`src/rtl/auxreq_pkg.sv`:
```
package auxreq_pkg;
  typedef enum logic [1:0] {
    SYM_BYTE  = 2'd0,
    SYM_START = 2'd1,
    SYM_STOP  = 2'd2
  } sym_e;

  typedef enum logic [2:0] {
    ST_IDLE, ST_START, ST_CMD, ST_ADDR, ST_LEN, ST_DATA, ST_STOP
  } seq_st_e;

  // command word layout
  localparam int CMD_AONLY_BIT = 12;
  localparam int CMD_CODE_LSB  = 4;
  localparam int CMD_READ_BIT  = 4;
endpackage

```
`src/rtl/auxreq_fifo.sv`:
```
module auxreq_fifo #(
  parameter int W     = 8,
  parameter int DEPTH = 16,
  localparam int PW   = (DEPTH > 1) ? $clog2(DEPTH) : 1,
  localparam int CW   = $clog2(DEPTH + 1)
) (
  input  logic          clk,
  input  logic          rst_n,
  input  logic          push,
  input  logic [W-1:0]  din,
  input  logic          pop,
  output logic [W-1:0]  dout,
  output logic [CW-1:0] count
);
  logic [W-1:0]  mem [DEPTH];
  logic [PW-1:0] wp, rp;
  logic          do_push, do_pop;

  assign do_pop  = pop && (count != '0);
  assign do_push = push && (count != CW'(DEPTH));
  assign dout    = mem[rp];

  function automatic logic [PW-1:0] nxt(input logic [PW-1:0] p);
    return (p == PW'(DEPTH - 1)) ? '0 : p + 1'b1;
  endfunction

  always_ff @(posedge clk) begin
    if (do_push) mem[wp] <= din;
  end

  always_ff @(posedge clk or negedge rst_n) begin
    if (!rst_n) begin
      wp    <= '0;
      rp    <= '0;
      count <= '0;
    end else begin
      if (do_push) wp <= nxt(wp);
      if (do_pop)  rp <= nxt(rp);
      case ({do_push, do_pop})
        2'b10:   count <= count + 1'b1;
        2'b01:   count <= count - 1'b1;
        default: count <= count;
      endcase
    end
  end
endmodule

```
`src/rtl/auxreq_regs.sv`:
```
module auxreq_regs #(
  parameter int REG_AW     = 12,
  parameter int ADDR_BYTES = 1,
  parameter logic [REG_AW-1:0] OFS_CMD  = 'h100,
  parameter logic [REG_AW-1:0] OFS_PUSH = 'h104,
  parameter logic [REG_AW-1:0] OFS_DEV  = 'h108,
  localparam int DAW = 8 * ADDR_BYTES
) (
  input  logic              clk,
  input  logic              rst_n,
  input  logic              reg_wr,
  input  logic [REG_AW-1:0] reg_addr,
  input  logic [31:0]       reg_wdata,
  output logic              cmd_stb,
  output logic [31:0]       cmd_word,
  output logic              push_stb,
  output logic [7:0]        push_byte,
  output logic [DAW-1:0]    dev_addr
);
  assign cmd_stb   = reg_wr && (reg_addr == OFS_CMD);
  assign cmd_word  = reg_wdata;
  assign push_stb  = reg_wr && (reg_addr == OFS_PUSH);
  assign push_byte = reg_wdata[7:0];

  always_ff @(posedge clk or negedge rst_n) begin
    if (!rst_n)                              dev_addr <= '0;
    else if (reg_wr && reg_addr == OFS_DEV)  dev_addr <= reg_wdata[DAW-1:0];
  end
endmodule

```
`src/rtl/auxreq_frame.sv`:
```
module auxreq_frame
  import auxreq_pkg::*;
#(
  parameter int ADDR_BYTES = 1,
  parameter int LEN_W      = 4,
  parameter int FIFO_DEPTH = 16,
  localparam int DAW = 8 * ADDR_BYTES,
  localparam int AIW = (ADDR_BYTES > 1) ? $clog2(ADDR_BYTES) : 1,
  localparam int CW  = $clog2(FIFO_DEPTH + 1)
) (
  input  logic           clk,
  input  logic           rst_n,
  input  logic           cmd_stb,
  input  logic [31:0]    cmd_word,
  input  logic [DAW-1:0] dev_addr,
  input  logic [CW-1:0]  fifo_count,
  input  logic [7:0]     fifo_dout,
  output logic           fifo_pop,
  output logic           sym_valid,
  input  logic           sym_ready,
  output logic [1:0]     sym_kind,
  output logic [7:0]     sym_byte,
  output logic           busy,
  output logic           done,
  output logic           cmd_err
);
  seq_st_e          st;
  logic [7:0]       code_q;
  logic [DAW-1:0]   addr_q;
  logic [LEN_W-1:0] len_q, rem_q;
  logic             rd_q, aonly_q;
  logic [AIW-1:0]   aidx;

  logic             w_aonly, w_rd, w_enough, w_ok;
  logic [LEN_W-1:0] w_len;

  assign w_aonly  = cmd_word[CMD_AONLY_BIT];
  assign w_rd     = cmd_word[CMD_READ_BIT];
  assign w_len    = cmd_word[LEN_W-1:0];
  assign w_enough = int'(fifo_count) > int'(w_len);
  assign w_ok     = w_aonly || w_rd || w_enough;

  assign busy      = (st != ST_IDLE);
  assign sym_valid = busy;
  assign fifo_pop  = (st == ST_DATA) && sym_ready;

  always_comb begin
    sym_kind = SYM_BYTE;
    sym_byte = 8'h00;
    case (st)
      ST_START: sym_kind = SYM_START;
      ST_STOP:  sym_kind = SYM_STOP;
      ST_CMD:   sym_byte = code_q;
      ST_ADDR:  sym_byte = addr_q[(ADDR_BYTES - 1 - int'(aidx)) * 8 +: 8];
      ST_LEN:   sym_byte = 8'(len_q);
      ST_DATA:  sym_byte = fifo_dout;
      default:  ;
    endcase
  end

  always_ff @(posedge clk or negedge rst_n) begin
    if (!rst_n) begin
      st      <= ST_IDLE;
      code_q  <= '0;
      addr_q  <= '0;
      len_q   <= '0;
      rem_q   <= '0;
      rd_q    <= 1'b0;
      aonly_q <= 1'b0;
      aidx    <= '0;
      done    <= 1'b0;
      cmd_err <= 1'b0;
    end else begin
      done <= 1'b0;
      if (st == ST_IDLE) begin
        if (cmd_stb && w_ok) begin
          code_q  <= cmd_word[CMD_CODE_LSB +: 8];
          addr_q  <= dev_addr;
          len_q   <= w_len;
          rd_q    <= w_rd;
          aonly_q <= w_aonly;
          aidx    <= '0;
          st      <= ST_START;
        end else if (cmd_stb) begin
          cmd_err <= 1'b1;
        end
      end else begin
        if (cmd_stb) cmd_err <= 1'b1;
        if (sym_ready) begin
          case (st)
            ST_START: st <= ST_CMD;
            ST_CMD:   st <= ST_ADDR;
            ST_ADDR:
              if (aidx == AIW'(ADDR_BYTES - 1)) st <= aonly_q ? ST_STOP : ST_LEN;
              else                              aidx <= aidx + 1'b1;
            ST_LEN: begin
              rem_q <= len_q;
              st    <= rd_q ? ST_STOP : ST_DATA;
            end
            ST_DATA:
              if (rem_q == '0) st <= ST_STOP;
              else             rem_q <= rem_q - 1'b1;
            ST_STOP: begin
              st   <= ST_IDLE;
              done <= 1'b1;
            end
            default: st <= ST_IDLE;
          endcase
        end
      end
    end
  end
endmodule

```
`src/rtl/auxreq_seq.sv`:
```
module auxreq_seq #(
  parameter int REG_AW     = 12,
  parameter int ADDR_BYTES = 1,
  parameter int LEN_W      = 4,
  parameter int FIFO_DEPTH = 16,
  localparam int DAW = 8 * ADDR_BYTES,
  localparam int CW  = $clog2(FIFO_DEPTH + 1)
) (
  input  logic              clk,
  input  logic              rst_n,
  input  logic              reg_wr,
  input  logic [REG_AW-1:0] reg_addr,
  input  logic [31:0]       reg_wdata,
  output logic              sym_valid,
  input  logic              sym_ready,
  output logic [1:0]        sym_kind,
  output logic [7:0]        sym_byte,
  output logic              busy,
  output logic              done,
  output logic              cmd_err
);
  logic           cmd_stb, push_stb, fifo_pop;
  logic [31:0]    cmd_word;
  logic [7:0]     push_byte, fifo_dout;
  logic [DAW-1:0] dev_addr;
  logic [CW-1:0]  fifo_cnt;

  auxreq_regs #(.REG_AW(REG_AW), .ADDR_BYTES(ADDR_BYTES)) u_regs (
    .clk(clk), .rst_n(rst_n), .reg_wr(reg_wr), .reg_addr(reg_addr),
    .reg_wdata(reg_wdata), .cmd_stb(cmd_stb), .cmd_word(cmd_word),
    .push_stb(push_stb), .push_byte(push_byte), .dev_addr(dev_addr)
  );

  auxreq_fifo #(.W(8), .DEPTH(FIFO_DEPTH)) u_fifo (
    .clk(clk), .rst_n(rst_n), .push(push_stb), .din(push_byte),
    .pop(fifo_pop), .dout(fifo_dout), .count(fifo_cnt)
  );

  auxreq_frame #(.ADDR_BYTES(ADDR_BYTES), .LEN_W(LEN_W), .FIFO_DEPTH(FIFO_DEPTH)) u_frame (
    .clk(clk), .rst_n(rst_n), .cmd_stb(cmd_stb), .cmd_word(cmd_word),
    .dev_addr(dev_addr), .fifo_count(fifo_cnt), .fifo_dout(fifo_dout),
    .fifo_pop(fifo_pop), .sym_valid(sym_valid), .sym_ready(sym_ready),
    .sym_kind(sym_kind), .sym_byte(sym_byte), .busy(busy), .done(done),
    .cmd_err(cmd_err)
  );
endmodule

```
`config.mk`:
```
export PLATFORM = sky130hd
export DESIGN_NAME = auxreq_seq
export DESIGN_NICKNAME = d
export VERILOG_FILES = /design/src/rtl/auxreq_pkg.sv /design/src/rtl/auxreq_fifo.sv /design/src/rtl/auxreq_regs.sv /design/src/rtl/auxreq_frame.sv /design/src/rtl/auxreq_seq.sv
export SDC_FILE = /design/constraint.sdc
export NUM_CORES = 1
export LEC_CHECK = 0
export BUFFER_PORTS_ARGS = -buffer_cell sky130_fd_sc_hd__buf_2
export CORE_UTILIZATION = 37
export CTS_BUF_LIST = sky130_fd_sc_hd__clkbuf_8 sky130_fd_sc_hd__clkbuf_16
export CTS_CLUSTER_DIAMETER = 100
export DETAILED_ROUTE_END_ITERATION = 10
export PLACE_DENSITY_LB_ADDON = 0.2
export SLEW_MARGIN = 20
export SYNTH_ARGS = -nofsm -noshare
export SYNTH_HDL_FRONTEND = slang
export SYNTH_SLANG_ARGS = --single-unit
```
`constraint.sdc`:
```
create_clock -name clk -period 2.9 [get_ports clk]
set_input_delay 0.58 -clock clk [delete_from_list [all_inputs] [get_ports clk]]
set_output_delay 0.58 -clock clk [all_outputs]
set_load 0.01 [all_outputs]
```
==> run summary <==
status = complete, but fails checks
violated checks = negative setup slack
top-area cell type share of the netlist area = 0.4795
dominant cells by area after synthesis = edfxtp_1 (48%), dfrtp_1 (16%), mux4_2 (7.9%), mux2_4 (3.0%), mux2_2 (2.8%)
Starting Density = 0.3790
clock sinks = 179
H-tree depth = 4
Critical Path Source Type = input port
crit path max fanout = 3
clk slew on worst S/H paths = 0.07 ns
Mapped Cells = 497
core area = 0.02115 mm2
first-pass GRT wire length = 28120 um
drt initial violations = 287
Sw Share = 0.2715
Die Y = 149.2 um
Via-to-Cell Ratio = 5.263
post-synth cell types = 62
First-pass DRT Iterations = 4
Syn. warnings = 0
Rel. slew slack = 0.5729
number of global-route vias before repair = 4764
Sum Neg Setup Slack = -0.003463 ns
Slew @ Worst Pin = 0.6406 ns
syn avg cell area = 16.13 um2
area grow syn2layout = 22.44%
I/O Buffers = 42
mapped cell area = 0.008016 mm2
Hold Path Class = input port to asynchronous set/reset pin
Tcrit/Tclk final = 1.001
Worst Path Required = 3.21 ns
Final nets = 655
DRC Markers = 0
register bit total from synthesis = 179
I/O pin total = 62
peak supply drop = 0.2953 mV
Synth area leader = edfxtp_1
critical path arrival = 3.22 ns
crit path kind = input port to flip-flop
Fin. Hold Viols = 0
CP Capture Type = flip-flop
Static Leak = 3.724 nW
sequential share of power = 0.453
die area = 0.02226 mm2
vias = 4637
gr ovfl total = 0
Total Wirelength = 18060 um
Fillers = 1850
clock tree buffer depth = 2
post-detail-place hpwl = 12300 um
clk_lat worst skew = 0.43 ns
Main synth FF type = edfxtp_1
fmax = 0.3444 GHz
CTS tree = yes
CTS Root Cell = clkbuf_16
Power Density = 661.4 mW/mm2
count of final max-slew check failures = 0
cts hold-fix bufs = 0
P_int = 4.729 mW
final setup vio count = 1
Clock Power Share = 0.357
Final WS setup = -0.003463 ns
most common cell in the netlist = edfxtp_1
Num CTS Buffers = 17
GRT Util Overall = 0.1742
Clock Skews = 0.005396 ns
initial antenna violation count = 0
P_sw = 1.762 mW
share of cells above drive strength 1 = 0.3779
Min Hold Slack = 0.09460 ns
largest net degree at the start of global routing = 22
die width = 149.2 um
commonest cells in the netlist = edfxtp_1 (128), dfrtp_1 (51), mux4_2 (28)
syn nets = 559
# diodes = 0
Final Critical Period = 2.903 ns
Post-Place Worst Slack = -0.5130 ns
Max Cap Viol = 0
EDFF count, synth = 128
wire per inst = 20.50 um
standard-cell rows = 53
final antenna-violating net count = 0
proportion of power drawn by combinational gates = 0.190
Post-synth ARST share = 0.2849
Core Util, Final = 0.4640
Seq/Total Area, Yosys = 0.6387
RePlAce Congestion = 0.7376
unrepaired setup endpoints after global routing = true
final cells by class:
cell class	instances	area [um2]	area share
sequential	179	5129	0.5225
multi-input combinational	274	2795	0.2848
timing repair buffer	105	893.4	0.09101
clock buffer	17	425.4	0.04334
tap	275	344.1	0.03505
clock inverter	15	168.9	0.01721
inverter	16	60.06	0.006119
path summary, 6_finish.rpt:
check	to	startpoint	slack, ns	cells after the start
worst max-delay path	u_fifo.count[4]$_DFFE_PN0P_	reg_addr[7]	-0.003	12
worst min-delay path	u_frame.rem_q[0]$_DFFE_PN0P_	rst_n	0.09	1
worst max register to register	u_fifo.count[4]$_DFFE_PN0P_	u_fifo.count[0]$_DFFE_PN0P_	0.16	9
worst min register to register	u_frame.cmd_err$_DFFE_PN0N_	u_frame.cmd_err$_DFFE_PN0N_	0.50	1
max in group asynchronous	u_frame.code_q[4]$_DFFE_PN0P_	rst_n	2.18	2
min in group clk	u_frame.code_q[6]$_DFFE_PN0P_	reg_wdata[10]	0.37	2
layout by cell type (no fill, tap or decap), types with 4 or more instances in the layout:
master	Yosys	routed
a21oi_1	17	16
a22oi_1	8	8
a31oi_1	4	4
and4_1	8	8
buf_12	0	15
buf_2	3	42
buf_4	2	44
clkbuf_16	0	17
dfrtp_1	51	48
edfxtp_1	128	128
ha_1	14	12
inv_1	14	14
inv_6	0	5
mux2_2	20	16
mux2_4	16	20
mux2i_1	21	21
mux4_2	28	28
nand2_1	10	7
nand2b_1	9	7
nand3_1	10	7
nor2_1	17	17
nor3b_1	4	4
nor4_1	6	6
nor4b_2	6	6
o211ai_1	8	8
o21ai_0	10	8
or4_1	5	5
routing by layer:
metal / global-route usage / vias to the layer above / wire length [um]
met5: 0 / - / 0
met4: 0.05408 / 0 / 181
met3: 0.04037 / 10 / 830
met2: 0.2702 / 86 / 8826
met1: 0.2422 / 2375 / 8222
li1: - / 2166 / -
repair_timing:
item	4_1_cts	5_1_grt
gates resized for setup	8	25
buffers inserted	3	12
cloned	0	0
endpoints found under the setup margin	9	10
pin swaps	3	6
sequential cells by signal (all words and copies together) (netlist names), 5 cells and up:
register	flops
u_regs.dev_addr	8
u_fifo.mem	128
u_fifo.count	5
u_frame.addr_q	8
u_frame.code_q	8
worst max-delay path: stages:
cell     delay (ns)
buf_2          0.10
or4b_1         0.50
or3_4          0.41
nor4_4         0.26
inv_2          0.09
ha_4           0.18
xor2_1         0.14
ha_2           0.18
o211a_1        0.23
or4_1          0.40
nand3_1        0.09
nor3b_1        0.05
per-stage QoR:
step	cells	cell area, um2	total power, mW
after floorplan	497	8046	3.622
after global placement	834	8946	3.993
after detailed placement	834	8946	4.014
after CTS	869	9609	6.387
after global routing	881	9816	6.757
final	881	9816	6.492
power by group through the flow:
stage	Sequential, mW	Clock [mW]	Combinational (mW)
2_1_floorplan	2.91	0	0.714
3_5_place_dp	3.01	0	1.00
3_3_place_gp	3.01	0	0.987
6_report	2.94	2.32	1.23
5_1_grt	2.95	2.46	1.35
4_1_cts	2.93	2.35	1.10
cell families (layout without fill, tap and decap cells):
| group | Yosys count | after routing | share of synthesized area |
|---|---|---|---|
| AND/OR/NAND/NOR | 102 | 102 | 0.08975 |
| multiplexers | 86 | 86 | 0.1644 |
| buffers and inverters | 44 | 153 | 0.02388 |
| AO/OA/AOI/OAI | 66 | 66 | 0.05494 |
| XOR/XNOR | 6 | 6 | 0.006557 |
| flip-flops | 179 | 179 | 0.6387 |
| adder cells (fa/ha/maj) | 14 | 14 | 0.02185 |
No activity file was read; power rests on OpenSTA's default activity.
